### src/rtl/coh_pkg.sv
package coh_pkg;
  typedef enum logic [1:0] {LN_I = 2'd0, LN_S = 2'd1, LN_E = 2'd2, LN_M = 2'd3} line_st_t;
  typedef enum logic [1:0] {BC_RD = 2'b00, BC_RFO = 2'b01, BC_INV = 2'b10, BC_WB = 2'b11} bus_cmd_t;
  typedef enum logic [2:0] {F_IDLE, F_UPG, F_WB, F_FILL, F_WAIT} ctl_fsm_t;
endpackage

### src/rtl/coh_line_store.sv
module coh_line_store
  import coh_pkg::*;
#(
  parameter int IDX_W  = 2,
  parameter int TAG_W  = 6,
  parameter int DATA_W = 16
) (
  input  logic              clk,
  input  logic              rst_n,
  input  logic [IDX_W-1:0]  a_idx,
  output line_st_t          a_st,
  output logic [TAG_W-1:0]  a_tag,
  output logic [DATA_W-1:0] a_data,
  input  logic [IDX_W-1:0]  b_idx,
  output line_st_t          b_st,
  output logic [TAG_W-1:0]  b_tag,
  output logic [DATA_W-1:0] b_data,
  input  logic              snp_upd,
  input  line_st_t          snp_st,
  input  logic              ctl_upd,
  input  line_st_t          ctl_st,
  input  logic              ctl_tag_we,
  input  logic [TAG_W-1:0]  ctl_tag,
  input  logic              ctl_data_we,
  input  logic [DATA_W-1:0] ctl_data
);
  localparam int LINES = 1 << IDX_W;

  line_st_t          st_q   [LINES];
  logic [TAG_W-1:0]  tag_q  [LINES];
  logic [DATA_W-1:0] data_q [LINES];

  // Controller update is applied last, so it wins over a snoop on the same line.
  always_ff @(posedge clk) begin
    if (!rst_n) begin
      for (int i = 0; i < LINES; i++) st_q[i] <= LN_I;
    end else begin
      if (snp_upd) st_q[b_idx] <= snp_st;
      if (ctl_upd) st_q[a_idx] <= ctl_st;
    end
  end

  always_ff @(posedge clk) begin
    if (ctl_tag_we)  tag_q[a_idx]  <= ctl_tag;
    if (ctl_data_we) data_q[a_idx] <= ctl_data;
  end

  assign a_st   = st_q[a_idx];
  assign a_tag  = tag_q[a_idx];
  assign a_data = data_q[a_idx];
  assign b_st   = st_q[b_idx];
  assign b_tag  = tag_q[b_idx];
  assign b_data = data_q[b_idx];
endmodule

### src/rtl/coh_snoop_unit.sv
module coh_snoop_unit
  import coh_pkg::*;
#(
  parameter int TAG_W  = 6,
  parameter int DATA_W = 16
) (
  input  logic              snp_valid,
  input  logic [1:0]        snp_cmd,
  input  logic [TAG_W-1:0]  snp_tag,
  input  line_st_t          line_st,
  input  logic [TAG_W-1:0]  line_tag,
  input  logic [DATA_W-1:0] line_data,
  output logic              upd,
  output line_st_t          new_st,
  output logic              shared_o,
  output logic              supply_o,
  output logic [DATA_W-1:0] data_o
);
  logic hit, dirty;

  assign hit   = snp_valid && (line_st != LN_I) && (line_tag == snp_tag);
  assign dirty = hit && (line_st == LN_M);

  always_comb begin
    upd      = 1'b0;
    new_st   = line_st;
    shared_o = 1'b0;
    supply_o = 1'b0;
    case (snp_cmd)
      BC_RD: begin
        shared_o = hit;
        supply_o = dirty;
        upd      = hit && (line_st != LN_S);
        new_st   = LN_S;
      end
      BC_RFO, BC_INV: begin
        supply_o = dirty;
        upd      = hit;
        new_st   = LN_I;
      end
      default: ;
    endcase
  end

  assign data_o = supply_o ? line_data : '0;
endmodule

### src/rtl/coh_snoop_ctrl.sv
module coh_snoop_ctrl
  import coh_pkg::*;
#(
  parameter int ADDR_W = 8,
  parameter int DATA_W = 16,
  parameter int IDX_W  = 2
) (
  input  logic              clk,
  input  logic              rst_n,
  input  logic              cpu_req_valid,
  output logic              cpu_req_ready,
  input  logic              cpu_req_we,
  input  logic [ADDR_W-1:0] cpu_req_addr,
  input  logic [DATA_W-1:0] cpu_req_wdata,
  output logic              cpu_rsp_valid,
  output logic [DATA_W-1:0] cpu_rsp_rdata,
  output logic              bus_req_valid,
  input  logic              bus_req_ready,
  output logic [1:0]        bus_req_cmd,
  output logic [ADDR_W-1:0] bus_req_addr,
  output logic [DATA_W-1:0] bus_req_wdata,
  input  logic              bus_rsp_valid,
  input  logic [DATA_W-1:0] bus_rsp_rdata,
  input  logic              bus_rsp_shared,
  input  logic              snp_valid,
  input  logic [1:0]        snp_cmd,
  input  logic [ADDR_W-1:0] snp_addr,
  output logic              snp_shared,
  output logic              snp_supply,
  output logic [DATA_W-1:0] snp_data
);
  localparam int TAG_W = ADDR_W - IDX_W;

  ctl_fsm_t          fsm_q, fsm_d;
  logic              we_q;
  logic [ADDR_W-1:0] addr_q;
  logic [DATA_W-1:0] wdata_q;
  logic              rsp_q;
  logic [DATA_W-1:0] rsp_data_q;

  logic [ADDR_W-1:0] cur_addr;
  logic [IDX_W-1:0]  cur_idx;
  logic [TAG_W-1:0]  cur_tag;
  line_st_t          a_st, b_st, snp_new_st, ctl_st;
  logic [TAG_W-1:0]  a_tag, b_tag;
  logic [DATA_W-1:0] a_data, b_data, ctl_data, rsp_val;
  logic              snp_upd, ctl_upd, ctl_tag_we, ctl_data_we, rsp_set;
  logic              accept, tag_hit;

  assign cur_addr      = (fsm_q == F_IDLE) ? cpu_req_addr : addr_q;
  assign cur_idx       = cur_addr[IDX_W-1:0];
  assign cur_tag       = cur_addr[ADDR_W-1:IDX_W];
  assign cpu_req_ready = (fsm_q == F_IDLE) && !snp_valid;
  assign accept        = cpu_req_valid && cpu_req_ready;
  assign tag_hit       = (a_st != LN_I) && (a_tag == cur_tag);

  coh_line_store #(.IDX_W(IDX_W), .TAG_W(TAG_W), .DATA_W(DATA_W)) u_store (
    .clk(clk), .rst_n(rst_n),
    .a_idx(cur_idx), .a_st(a_st), .a_tag(a_tag), .a_data(a_data),
    .b_idx(snp_addr[IDX_W-1:0]), .b_st(b_st), .b_tag(b_tag), .b_data(b_data),
    .snp_upd(snp_upd), .snp_st(snp_new_st),
    .ctl_upd(ctl_upd), .ctl_st(ctl_st),
    .ctl_tag_we(ctl_tag_we), .ctl_tag(cur_tag),
    .ctl_data_we(ctl_data_we), .ctl_data(ctl_data)
  );

  coh_snoop_unit #(.TAG_W(TAG_W), .DATA_W(DATA_W)) u_snoop (
    .snp_valid(snp_valid), .snp_cmd(snp_cmd), .snp_tag(snp_addr[ADDR_W-1:IDX_W]),
    .line_st(b_st), .line_tag(b_tag), .line_data(b_data),
    .upd(snp_upd), .new_st(snp_new_st),
    .shared_o(snp_shared), .supply_o(snp_supply), .data_o(snp_data)
  );

  always_comb begin
    fsm_d         = fsm_q;
    ctl_upd       = 1'b0;
    ctl_st        = LN_I;
    ctl_tag_we    = 1'b0;
    ctl_data_we   = 1'b0;
    ctl_data      = wdata_q;
    rsp_set       = 1'b0;
    rsp_val       = wdata_q;
    bus_req_valid = 1'b0;
    bus_req_cmd   = BC_RD;
    bus_req_addr  = cur_addr;
    bus_req_wdata = '0;
    case (fsm_q)
      F_IDLE: begin
        if (accept) begin
          if (tag_hit && !cpu_req_we) begin
            rsp_set = 1'b1;
            rsp_val = a_data;
          end else if (tag_hit && (a_st == LN_M || a_st == LN_E)) begin
            ctl_upd     = 1'b1;
            ctl_st      = LN_M;
            ctl_data_we = 1'b1;
            ctl_data    = cpu_req_wdata;
            rsp_set     = 1'b1;
            rsp_val     = cpu_req_wdata;
          end else if (tag_hit) begin
            fsm_d = F_UPG;
          end else if (a_st == LN_M) begin
            fsm_d = F_WB;
          end else begin
            fsm_d = F_FILL;
          end
        end
      end
      F_UPG: begin
        if (tag_hit && a_st == LN_S) begin
          bus_req_valid = 1'b1;
          bus_req_cmd   = BC_INV;
          if (bus_req_ready) begin
            ctl_upd     = 1'b1;
            ctl_st      = LN_M;
            ctl_data_we = 1'b1;
            rsp_set     = 1'b1;
            fsm_d       = F_IDLE;
          end
        end else begin
          fsm_d = F_FILL;
        end
      end
      F_WB: begin
        if (a_st == LN_M) begin
          bus_req_valid = 1'b1;
          bus_req_cmd   = BC_WB;
          bus_req_addr  = {a_tag, cur_idx};
          bus_req_wdata = a_data;
          if (bus_req_ready) begin
            ctl_upd = 1'b1;
            ctl_st  = LN_I;
            fsm_d   = F_FILL;
          end
        end else begin
          fsm_d = F_FILL;
        end
      end
      F_FILL: begin
        bus_req_valid = 1'b1;
        bus_req_cmd   = we_q ? BC_RFO : BC_RD;
        if (bus_req_ready) fsm_d = F_WAIT;
      end
      F_WAIT: begin
        if (bus_rsp_valid) begin
          ctl_upd     = 1'b1;
          ctl_st      = we_q ? LN_M : (bus_rsp_shared ? LN_S : LN_E);
          ctl_tag_we  = 1'b1;
          ctl_data_we = 1'b1;
          ctl_data    = we_q ? wdata_q : bus_rsp_rdata;
          rsp_set     = 1'b1;
          rsp_val     = we_q ? wdata_q : bus_rsp_rdata;
          fsm_d       = F_IDLE;
        end
      end
      default: fsm_d = F_IDLE;
    endcase
  end

  always_ff @(posedge clk) begin
    if (!rst_n) begin
      fsm_q      <= F_IDLE;
      we_q       <= 1'b0;
      addr_q     <= '0;
      wdata_q    <= '0;
      rsp_q      <= 1'b0;
      rsp_data_q <= '0;
    end else begin
      fsm_q <= fsm_d;
      rsp_q <= rsp_set;
      if (rsp_set) rsp_data_q <= rsp_val;
      if (accept) begin
        we_q    <= cpu_req_we;
        addr_q  <= cpu_req_addr;
        wdata_q <= cpu_req_wdata;
      end
    end
  end

  assign cpu_rsp_valid = rsp_q;
  assign cpu_rsp_rdata = rsp_data_q;
endmodule

### config.mk
export PLATFORM = sky130hd
export DESIGN_NAME = coh_snoop_ctrl
export DESIGN_NICKNAME = d
export VERILOG_FILES = /design/src/rtl/coh_pkg.sv /design/src/rtl/coh_line_store.sv /design/src/rtl/coh_snoop_unit.sv /design/src/rtl/coh_snoop_ctrl.sv
export SDC_FILE = /design/constraint.sdc
export NUM_CORES = 1
export LEC_CHECK = 0
export CAP_MARGIN = 20
export CORE_ASPECT_RATIO = 0.5
export CORE_MARGIN = 2
export CORE_UTILIZATION = 50
export CTS_CLUSTER_SIZE = 14
export DETAILED_ROUTE_END_ITERATION = 7
export GPL_ROUTABILITY_DRIVEN = 1
export MAX_ROUTING_LAYER = met4
export PLACE_DENSITY_LB_ADDON = 0.3
export SLEW_MARGIN = 20
export SYNTH_ARGS = -nofsm -noshare
export SYNTH_HDL_FRONTEND = slang
export SYNTH_SLANG_ARGS = --single-unit
### constraint.sdc
create_clock -name clk -period 4.4 [get_ports clk]
set_clock_uncertainty 0.15 [all_clocks]
set_input_delay 0.88 -clock clk [delete_from_list [all_inputs] [get_ports clk]]
set_output_delay 0.88 -clock clk [all_outputs]
set_load 0.05 [all_outputs]
==> results.sh, run 1 <==
export IMPL_die_x_microns=183
export IMPL_ffs_latches_synth=141
export IMPL_worst_path_buf_inv=5
export IMPL_rows=32
export IMPL_route_detailed_wl_per_inst_microns=20.8
export IMPL_numPortBuffers=120
export IMPL_path_clk_slew_ps=70
export IMPL_root_buffer="clkbuf_16"
export IMPL_gpl_wtd_cong=0.910
export IMPL_synth_seq_area_share=0.474
export IMPL_synth_net_count=872
export IMPL_status="finished, final reports clean"
export IMPL_clock_sinks=141
export IMPL_worst_hold_slack_ps=322
export IMPL_antenna_found_initial=0
export IMPL_largest_buffer_count_on_any_clock_path=2
export IMPL_tritoncts_clock_tree="done"
export IMPL_synth_avg_cell_area_sq_um=9.83
export IMPL_die_height_microns=93.4
export IMPL_layout_cells_non_filler=1188
export IMPL_rsz_0062_raised_after_global_routing="no"
export IMPL_gate_count_after_technology_mapping=812
export IMPL_tritoncts_num_buffers=17
export IMPL_postSynth_topFlopCell="edfxtp_1"
export IMPL_avgViaCountPerCell=6.22
export IMPL_route_antenna_remaining_nets=0
export IMPL_floorplan_core_area_sq_mm=0.0155
export IMPL_dpl_cell_area_sq_mm=0.0102
export IMPL_layout_drive_gt1_share=0.238
export IMPL_setup_worst_path_end_class="output pin"
export IMPL_stdcell_area_sq_mm=0.0110
export IMPL_dp_worst_setup_slack_ps=-362
export IMPL_ir_worst_vdd_mv=0.282
export IMPL_classification_of_the_worst_setup_path="in2out"
export IMPL_max_cap_viol=0
export IMPL_synth_edff_count=96
export IMPL_n_antenna_cell=0
export IMPL_layout_min_cycle_time_ps=4310
export IMPL_initialDrtViolationCount=673
export IMPL_worst_setup_path_start_kind="input port"
export IMPL_worstPathCellList="clkdlybuf4s15_1 -> buf_6 -> mux4_2 -> xor2_1 -> or4_4 -> nor4_4 -> nand4b_1 -> buf_6 -> buf_12 -> nor2b_4 -> buf_12"
export IMPL_place_hpwl_mm=17.3
export IMPL_cp_arrival_ps=3280
export IMPL_placedCellCount=1153
export IMPL_synthToLayoutAreaGrowth_pct=37.2
export IMPL_total_congestion_overflow_after_global_routing=0
export IMPL_starting_utilization_of_the_core_area=0.515
export IMPL_synthesis_area_sq_mm=0.00799
export IMPL_remaining_drc_errors=0
export IMPL_postRouteWirelength_mm=24.7
export IMPL_clock_latency_ps=430
export IMPL_power_density_cell_area_mw_per_mm2=480
export IMPL_fin_tns_setup_ps=0
export IMPL_power_leakage_nw=3.96
export IMPL_hold_viol_final=0
export IMPL_report_final_slew_viol_count=0
export IMPL_finalCoreUtilization=0.707
export IMPL_layout_cells_most_common_list="nand2_1, nor2_1, edfxtp_1, buf_4, clkdlybuf4s50_1"
export IMPL_mostFrequentLayoutCell="nand2_1"
export IMPL_floorplan_io_pins=121
export IMPL_die_area_sq_mm=0.0171
export IMPL_relSlewSlack=0.536
export IMPL_synth_distinct_cells=52
export IMPL_slowest_stage_cell_crit_path="or4_4"
export IMPL_cp_data_required_time_ps=3370
export IMPL_grt_first_pass_wirelength_mm=38.6
export IMPL_critPathMaxStageDelay_ps=540
export IMPL_worst_slew_pin_transition_ps=694
export IMPL_first_global_vias=7250
export IMPL_report_final_setup_viol=0
export IMPL_grt_start_max_net_pins=54
export IMPL_setup_slack_ps=94.4
export IMPL_fmaxAchievable_mhz=232
export IMPL_asyncSetResetFlopFracSynth=0
export IMPL_cts_htree_levels=4
export IMPL_crit_fanout=9
export IMPL_groute_usage_overall=0.306
export IMPL_routed_via_count=7385
export IMPL_yosys_warnings=0
export IMPL_cts_hold_repair_buffers=0
export IMPL_cp_top_delay_family="simple AND/OR/NAND/NOR gates"
export IMPL_layout_nets=1031
export IMPL_1st_pass_router_iterations=7
export IMPL_post_route_clock_period_utilization=0.979
export IMPL_total_power_mw=5.25
export IMPL_worst_hold_path_type="reg2reg"
-- report_power, final --
group / total [mW] / internal (mW) / switching [mW] / leakage [nW]
combinational: 2.23 / 0.836 / 1.39 / 2.45
sequential: 1.59 / 1.52 / 0.0679 / 1.22
clock: 1.43 / 0.765 / 0.668 / 0.285
-- cells by family (layout without fill, tap and decap cells) --
logic type      Yosys count  after routing  share of synthesized area
flops                   141            141                      0.474
fa+ha+maj                 2              2                    0.00313
buf+inv                  72            244                     0.0378
mux                      48             48                      0.117
xor+xnor                 18             18                     0.0197
simple gates            337            337                      0.187
compound gates          194            194                      0.162
-- metal layers --
metal | wire length (microns) | GRT usage | vias to the layer above
met1 | 9940 | 0.381 | 3604
met2 | 12300 | 0.521 | 427
met3 | 1950 | 0.0452 | 54
li1 | - | - | 3300
met4 | 510 | 0.106 | 0
met5 | 0 | - | -
-- layout make-up --
class / instances / area, sq um
clock buffer: 17 / 425
tap: 204 / 255
fill: 1109 / 4540
clock inverter: 15 / 171
timing repair buffer: 200 / 2170
inverter: 12 / 45.0
sequential: 141 / 3780
multi-input combinational: 599 / 4110
-- cells in the mapped netlist, types with 8 or more instances --
cell type  count  area (sq um)
a211o_1       15           131
a31oi_1       22           138
mux4_2        36           811
buf_1         11          41.3
o31ai_1       20           150
nor3_1         8          40.0
nand2_1      147           552
buf_2         19          95.1
a21boi_0      26           195
clkbuf_1      28           105
nor2b_1       17           106
a22oi_1       16           120
nor2_1       110           413
nand3_1       27           135
inv_1         10          37.5
xor2_1        14           123
o21ai_0       46           230
mux2i_1       11           110
o21ai_1       12          60.1
a21oi_1       16          80.1
edfxtp_1      96          2880
dfxtp_1       45           901
-- worst paths after layout --
kind | from | end | slack, ps | depth (start not counted)
setup / recovery | snp_addr[1] | snp_data[11] | 90 | 11
hold / removal | addr_q[3]$_SDFFE_PN0P_ | addr_q[3]$_SDFFE_PN0P_ | 320 | 2
setup reg to reg | fsm_q[2]$_SDFFE_PN0P_ | u_store.data_q[3][12]$_DFFE_PP_ | 560 | 9
hold reg to reg | addr_q[3]$_SDFFE_PN0P_ | addr_q[3]$_SDFFE_PN0P_ | 320 | 2
-- state kept, by name (all words and copies together) (netlist names) --
| name | cells |
|---|---|
| we_q | 1 |
| u_store.tag_q | 24 |
| wdata_q | 16 |
| u_store.st_q | 8 |
| cpu_rsp_valid | 1 |
| addr_q | 8 |
| u_store.data_q | 64 |
| fsm_q | 3 |
| cpu_rsp_rdata | 16 |
-- worst reg2reg max path, cell delays in order, from the launching register on --
cell	delay, ps
dfxtp_1	420
nor3_2	490
mux2i_1	370
xor2_1	210
o221ai_1	180
or3_4	400
buf_4	250
or3_1	520
a21oi_1	330
buf_12	210
-- what timing repair did --
| item | CTS | global route |
|---|---|---|
| setup buffers | 2 | 0 |
| resized for setup | 20 | 9 |
| setup endpoints to repair | 20 | 19 |
| hold endpoints to repair | 0 | 0 |
| pin swaps | 6 | 8 |
| cloned | 1 | 0 |
No activity file was read; power rests on OpenSTA's default activity.
==> run 2, diff against run 1 <==
Settings changed: CORE_MARGIN 2 to unset.
==> run 2 against run 1 <==
  * Clock power increased by 6%
  * Sequential power about the same
  * Worst hold slack improved by 15 ps
  * Largest power group unchanged
==> results.sh, run 2 (synthesized netlist as in run 1, its figures left out) <==
export IMPL_post_route_clock_period_utilization=0.985
export IMPL_route_detailed_wl_per_inst_microns=20.7
export IMPL_place_hpwl_mm=17.3
export IMPL_share_comb_of_total_power=0.429
export IMPL_crit_fanout=3
export IMPL_floorplan_core_area_sq_mm=0.0155
export IMPL_placedCellCount=1163
export IMPL_groute_usage_overall=0.316
export IMPL_routed_via_count=7298
export IMPL_multiInputGateArea_sq_mm=0.00414
export IMPL_internal_power_mw=3.31
export IMPL_dp_worst_setup_slack_ps=-376
export IMPL_total_congestion_overflow_after_global_routing=0
export IMPL_dpl_cell_area_sq_mm=0.0103
export IMPL_tritoncts_num_buffers=17
export IMPL_report_final_setup_viol=0
export IMPL_die_x_microns=181
export IMPL_cp_arrival_ps=3300
export IMPL_antenna_found_initial=0
export IMPL_switching_share=0.393
export IMPL_grt_start_max_net_pins=53
export IMPL_starting_utilization_of_the_core_area=0.515
export IMPL_first_global_vias=7130
export IMPL_nFillCells=1086
export IMPL_total_power_mw=5.45
export IMPL_floorplan_io_pins=121
export IMPL_power_leakage_nw=4.08
export IMPL_gpl_wtd_cong=0.934
export IMPL_critPathMaxStageDelay_ps=520
export IMPL_hold_viol_final=0
export IMPL_remaining_drc_errors=0
export IMPL_power_sequential_fraction=0.293
export IMPL_synthToLayoutAreaGrowth_pct=39.4
export IMPL_n_antenna_cell=0
export IMPL_power_density_cell_area_mw_per_mm2=490
export IMPL_layout_cells_non_filler=1203
export IMPL_grt_first_pass_wirelength_mm=38.7
export IMPL_sequential_cell_area_sq_mm=0.00378
export IMPL_layout_cells_most_common_list="nand2_1, nor2_1, buf_4, edfxtp_1, clkdlybuf4s50_1"
export IMPL_p_sw_mw=2.14
export IMPL_clock_sinks=141
export IMPL_pwr_share_clk=0.278
export IMPL_ir_worst_vdd_mv=0.295
export IMPL_worst_slew_pin_transition_ps=696
export IMPL_root_buffer="clkbuf_16"
export IMPL_max_cap_viol=0
export IMPL_cp_data_required_time_ps=3370
export IMPL_die_height_microns=91.4
export IMPL_slowest_stage_cell_crit_path="mux4_2"
export IMPL_worst_hold_path_num_cells=2
export IMPL_numPortBuffers=120
export IMPL_r2r_cells=12
export IMPL_worst_hold_path_type="reg2reg"
export IMPL_relSlewSlack=0.535
export IMPL_initialDrtViolationCount=854
export IMPL_status="finished, final reports clean"
export IMPL_largest_reg_flops=64
export IMPL_path_clk_slew_ps=60
export IMPL_mostFrequentLayoutCell="nand2_1"
export IMPL_largest_registers="u_store.data_q: 64 flops, u_store.tag_q: 24 flops"
export IMPL_cts_hold_repair_buffers=0
export IMPL_setup_slack_ps=65.8
export IMPL_layout_nets=1046
export IMPL_rows=32
export IMPL_layout_min_cycle_time_ps=4330
export IMPL_layout_drive_gt1_share=0.251
export IMPL_die_area_sq_mm=0.0165
export IMPL_max_flop_register="u_store.data_q"
export IMPL_clock_latency_ps=430
export IMPL_1st_pass_router_iterations=6
export IMPL_fmaxAchievable_mhz=231
export IMPL_fin_tns_setup_ps=0
export IMPL_route_antenna_remaining_nets=0
export IMPL_largest_buffer_count_on_any_clock_path=2
export IMPL_report_final_slew_viol_count=0
export IMPL_tritoncts_clock_tree="done"
export IMPL_worst_setup_path_start_kind="input port"
export IMPL_postRouteWirelength_mm=24.9
export IMPL_classification_of_the_worst_setup_path="in2out"
export IMPL_avgViaCountPerCell=6.07
export IMPL_setup_worst_path_end_class="output pin"
export IMPL_stdcell_area_sq_mm=0.0111
export IMPL_cts_htree_levels=4
export IMPL_worstPathCellList="buf_4 -> buf_6 -> mux4_2 -> xor2_1 -> mux2i_1 -> nand4_1 -> buf_4 -> nor3_4 -> nand2_2 -> o32a_1 -> nor3_4 -> buf_12"
==> run 2: cell count changes in the layout (fill, tap and decap cells not counted), moves of 2 or more <==
cell,delta
o21ai_0,-2
o21ai_1,+3
clkinvlp_4,-2
nor3_2,-2
bufinv_16,+2
nor3_4,+2
clkinv_8,-2
buf_4,+15
inv_6,+2
==> run 2: power groups by stage <==
stage | registers (mW) | logic [mW] | clock network, mW
after global routing | 1.61 | 2.48 | 1.60
after floorplan | 1.61 | 1.27 | 0
after CTS | 1.59 | 2.24 | 1.53
after global placement | 1.61 | 2.15 | 0
after detailed placement | 1.62 | 2.19 | 0
final | 1.60 | 2.34 | 1.52
==> run 2: what timing repair did <==
item,in CTS,in global routing
cloned,1,1
setup endpoints to repair,32,18
setup buffers,1,5
resized for setup,26,13
pin swaps,7,11
==> run 2: final cells by class <==
class                      count  share of cell area
multi-input combinational    599               0.372
sequential                   141               0.340
timing repair buffer         215               0.206
clock buffer                  17              0.0382
tap                          204              0.0229
clock inverter                15              0.0174
inverter                      12             0.00405
==> run 2: through the flow <==
stage	utilization	hold slack, ps
after floorplan	-	293
after global placement	0.664	301
after detailed placement	0.664	331
after CTS	0.712	340
after global routing	0.718	366
final	0.718	337
==> run 2: metal layers <==
metal  wire, microns  global-route usage  share of wire  vias up
met5               0                   -              0        -
met4             488               0.108          0.020        0
met3            2160              0.0538          0.087       40
met2           12500               0.531           0.50      425
met1            9830               0.388           0.39     3501
li1                -                   -              -     3332
==> run 2: path summary, 6_finish.rpt <==
path	startpoint	endpoint	slack [ps]
hold reg to reg	addr_q[3]$_SDFFE_PN0P_	addr_q[3]$_SDFFE_PN0P_	340
setup reg to reg	fsm_q[2]$_SDFFE_PN0P_	u_store.data_q[3][10]$_DFFE_PP_	520
setup / recovery	cpu_req_addr[0]	bus_req_cmd[1]	70
hold / removal	addr_q[3]$_SDFFE_PN0P_	addr_q[3]$_SDFFE_PN0P_	340
==> run 2: worst max-delay path, delay by kind of cell <==
family	cells	cell delay, ps
AO/OA/AOI/OAI	1	380
XOR/XNOR	1	160
buffers and inverters	4	580
AND/OR/NAND/NOR	4	650
multiplexers	2	650
==> run 3, diff against run 2 <==
Settings changed: GPL_TIMING_DRIVEN set to 0.
==> run 3 against run 2 <==
  * The run now ends with setup timing left
  * First-iteration DRC count is 16% lower
  * Die area is the same
  * Register-to-register slack worse by 230 ps
  * Final cell count shrank 1.8%
  * Power is 6.7% lower
  * Critical endpoint is now bus_req_valid
==> results.sh, run 3 (synthesized netlist as in run 1, its figures left out) <==
export IMPL_status="finished, violations left"
export IMPL_failed_checks="setup timing"
export IMPL_layout_min_cycle_time_ps=4430
export IMPL_gpl_wtd_cong=0.916
export IMPL_classification_of_the_worst_setup_path="in2out"
export IMPL_r2r_end="u_store.data_q[3][6]$_DFFE_PP_"
export IMPL_worst_setup_path_start_kind="input port"
export IMPL_1st_pass_router_iterations=6
export IMPL_die_x_microns=181
export IMPL_synthToLayoutAreaGrowth_pct=31.5
export IMPL_grt_start_max_net_pins=17
export IMPL_tritoncts_num_buffers=17
export IMPL_place_hpwl_mm=19.2
export IMPL_worst_r2r_startpoint="fsm_q[0]$_SDFFE_PN0P_"
export IMPL_worst_hold_path_type="reg2reg"
export IMPL_cp_data_required_time_ps=3370
export IMPL_grt_first_pass_wirelength_mm=41.3
export IMPL_route_detailed_wl_per_inst_microns=22.7
export IMPL_max_cap_viol=0
export IMPL_worst_r2r_setup_slack_ps=290
export IMPL_die_area_sq_mm=0.0165
export IMPL_crit_fanout=5
export IMPL_largest_registers="u_store.data_q: 64 flops, u_store.tag_q: 24 flops"
export IMPL_die_height_microns=91.4
export IMPL_finalCoreUtilization=0.677
export IMPL_max_flop_register="u_store.data_q"
export IMPL_setup_worst_path_end_class="output pin"
export IMPL_hold_path_startpoint="addr_q[3]$_SDFFE_PN0P_"
export IMPL_antenna_found_initial=0
export IMPL_root_buffer="clkbuf_16"
export IMPL_post_route_clock_period_utilization=1.01
export IMPL_mostFrequentLayoutCell="nand2_1"
export IMPL_first_global_vias=7400
export IMPL_clock_sinks=141
export IMPL_total_power_mw=5.09
export IMPL_floorplan_io_pins=121
export IMPL_cp_arrival_ps=3400
export IMPL_starting_utilization_of_the_core_area=0.515
export IMPL_cts_htree_levels=4
export IMPL_power_density_cell_area_mw_per_mm2=485
export IMPL_n_antenna_cell=0
export IMPL_tritoncts_clock_tree="done"
export IMPL_met3_usage=0.0674
export IMPL_global_route_peak_usage_layer="met2"
export IMPL_numPortBuffers=117
export IMPL_multiInputGateArea_sq_mm=0.00416
export IMPL_floorplan_core_area_sq_mm=0.0155
export IMPL_largest_reg_flops=64
export IMPL_clock_latency_ps=420
export IMPL_postRouteWirelength_mm=26.9
export IMPL_hold_viol_final=0
export IMPL_path_clk_slew_ps=70
export IMPL_hold_end="addr_q[3]$_SDFFE_PN0P_"
export IMPL_layout_cells_non_filler=1181
export IMPL_grt_met2_use=0.552
export IMPL_worst_hold_path_num_cells=2
export IMPL_setup_slack_ps=-27.0
export IMPL_fmaxAchievable_mhz=226
export IMPL_layout_cells_most_common_list="nand2_1, nor2_1, edfxtp_1, clkdlybuf4s50_1, dfxtp_1"
export IMPL_rsz_0062_raised_after_global_routing="yes"
export IMPL_dp_worst_setup_slack_ps=-1780
export IMPL_groute_usage_overall=0.345
export IMPL_power_leakage_nw=3.78
export IMPL_avgViaCountPerCell=6.28
export IMPL_sequential_cell_area_sq_mm=0.00378
export IMPL_largest_buffer_count_on_any_clock_path=2
export IMPL_remaining_drc_errors=0
export IMPL_layout_drive_gt1_share=0.199
export IMPL_r2r_cells=12
export IMPL_total_congestion_overflow_after_global_routing=0
export IMPL_worst_slew_pin_transition_ps=1010
export IMPL_route_antenna_remaining_nets=0
export IMPL_relSlewSlack=0.324
export IMPL_layout_nets=1024
export IMPL_global_route_met1_usage=0.434
export IMPL_nFillCells=1195
export IMPL_placedCellCount=1137
export IMPL_report_final_setup_viol=1
export IMPL_initialDrtViolationCount=715
export IMPL_rows=32
export IMPL_routed_via_count=7417
export IMPL_report_final_slew_viol_count=0
export IMPL_ir_worst_vdd_mv=0.273
[run 3: through the flow]
stage	hold slack, ps	instance area (sq um)	TNS (ps)
after floorplan	293	8130	-2780
after global placement	304	9550	-203530
after detailed placement	311	9620	-149030
after CTS	320	10400	-16.4
after global routing	362	10500	-150
final	331	10500	-27.0
[run 3: worst max path at each step]
stage | start | end | slack [ps] | cells after the start
floorplan | cpu_req_addr[0] | u_store.data_q[0][0]$_DFFE_PP_ | -40 | 10
global route | cpu_req_addr[0] | bus_req_valid | -80 | 11
CTS | fsm_q[2]$_SDFFE_PN0P_ | bus_req_valid | -20 | 10
global placement | snp_addr[0] | snp_data[7] | -1740 | 10
finish | cpu_req_addr[0] | bus_req_valid | -30 | 11
detailed placement | snp_addr[0] | snp_data[13] | -1780 | 10
[run 3: layout make-up]
cell class | count | share of cell area
timing repair buffer | 135 | 0.130
inverter | 12 | 0.00429
multi-input combinational | 599 | 0.396
clock inverter | 15 | 0.0139
clock buffer | 17 | 0.0405
tap | 204 | 0.0243
sequential | 141 | 0.360
buffer | 58 | 0.0298
[run 3: layer usage]
metal / vias up / part of all wire
li1: 3295 / -
met1: 3618 / 0.40
met2: 454 / 0.48
met3: 50 / 0.088
met4: 0 / 0.023
met5: - / 0
[run 3: critical path: stages]
cell	delay, ps
buf_8	90
buf_2	210
mux4_2	550
xor2_1	160
nand2_1	70
o221ai_1	230
or3_1	430
buf_6	130
or3_4	340
a21oi_4	130
buf_6	170
[run 3: where the power goes]
group	switching [mW]	leakage [nW]	internal [mW]
clock	0.655	0.273	0.752
sequential	0.0573	1.22	1.52
combinational	1.46	2.29	0.634
[run 3: repair_timing]
item	in CTS	in global routing
setup buffers	11	1
hold buffers	0	0
resized for setup	198	48
pin swaps	7	6
cloned	2	0
endpoints found under the setup margin	176	58
endpoints found under the hold margin	0	0
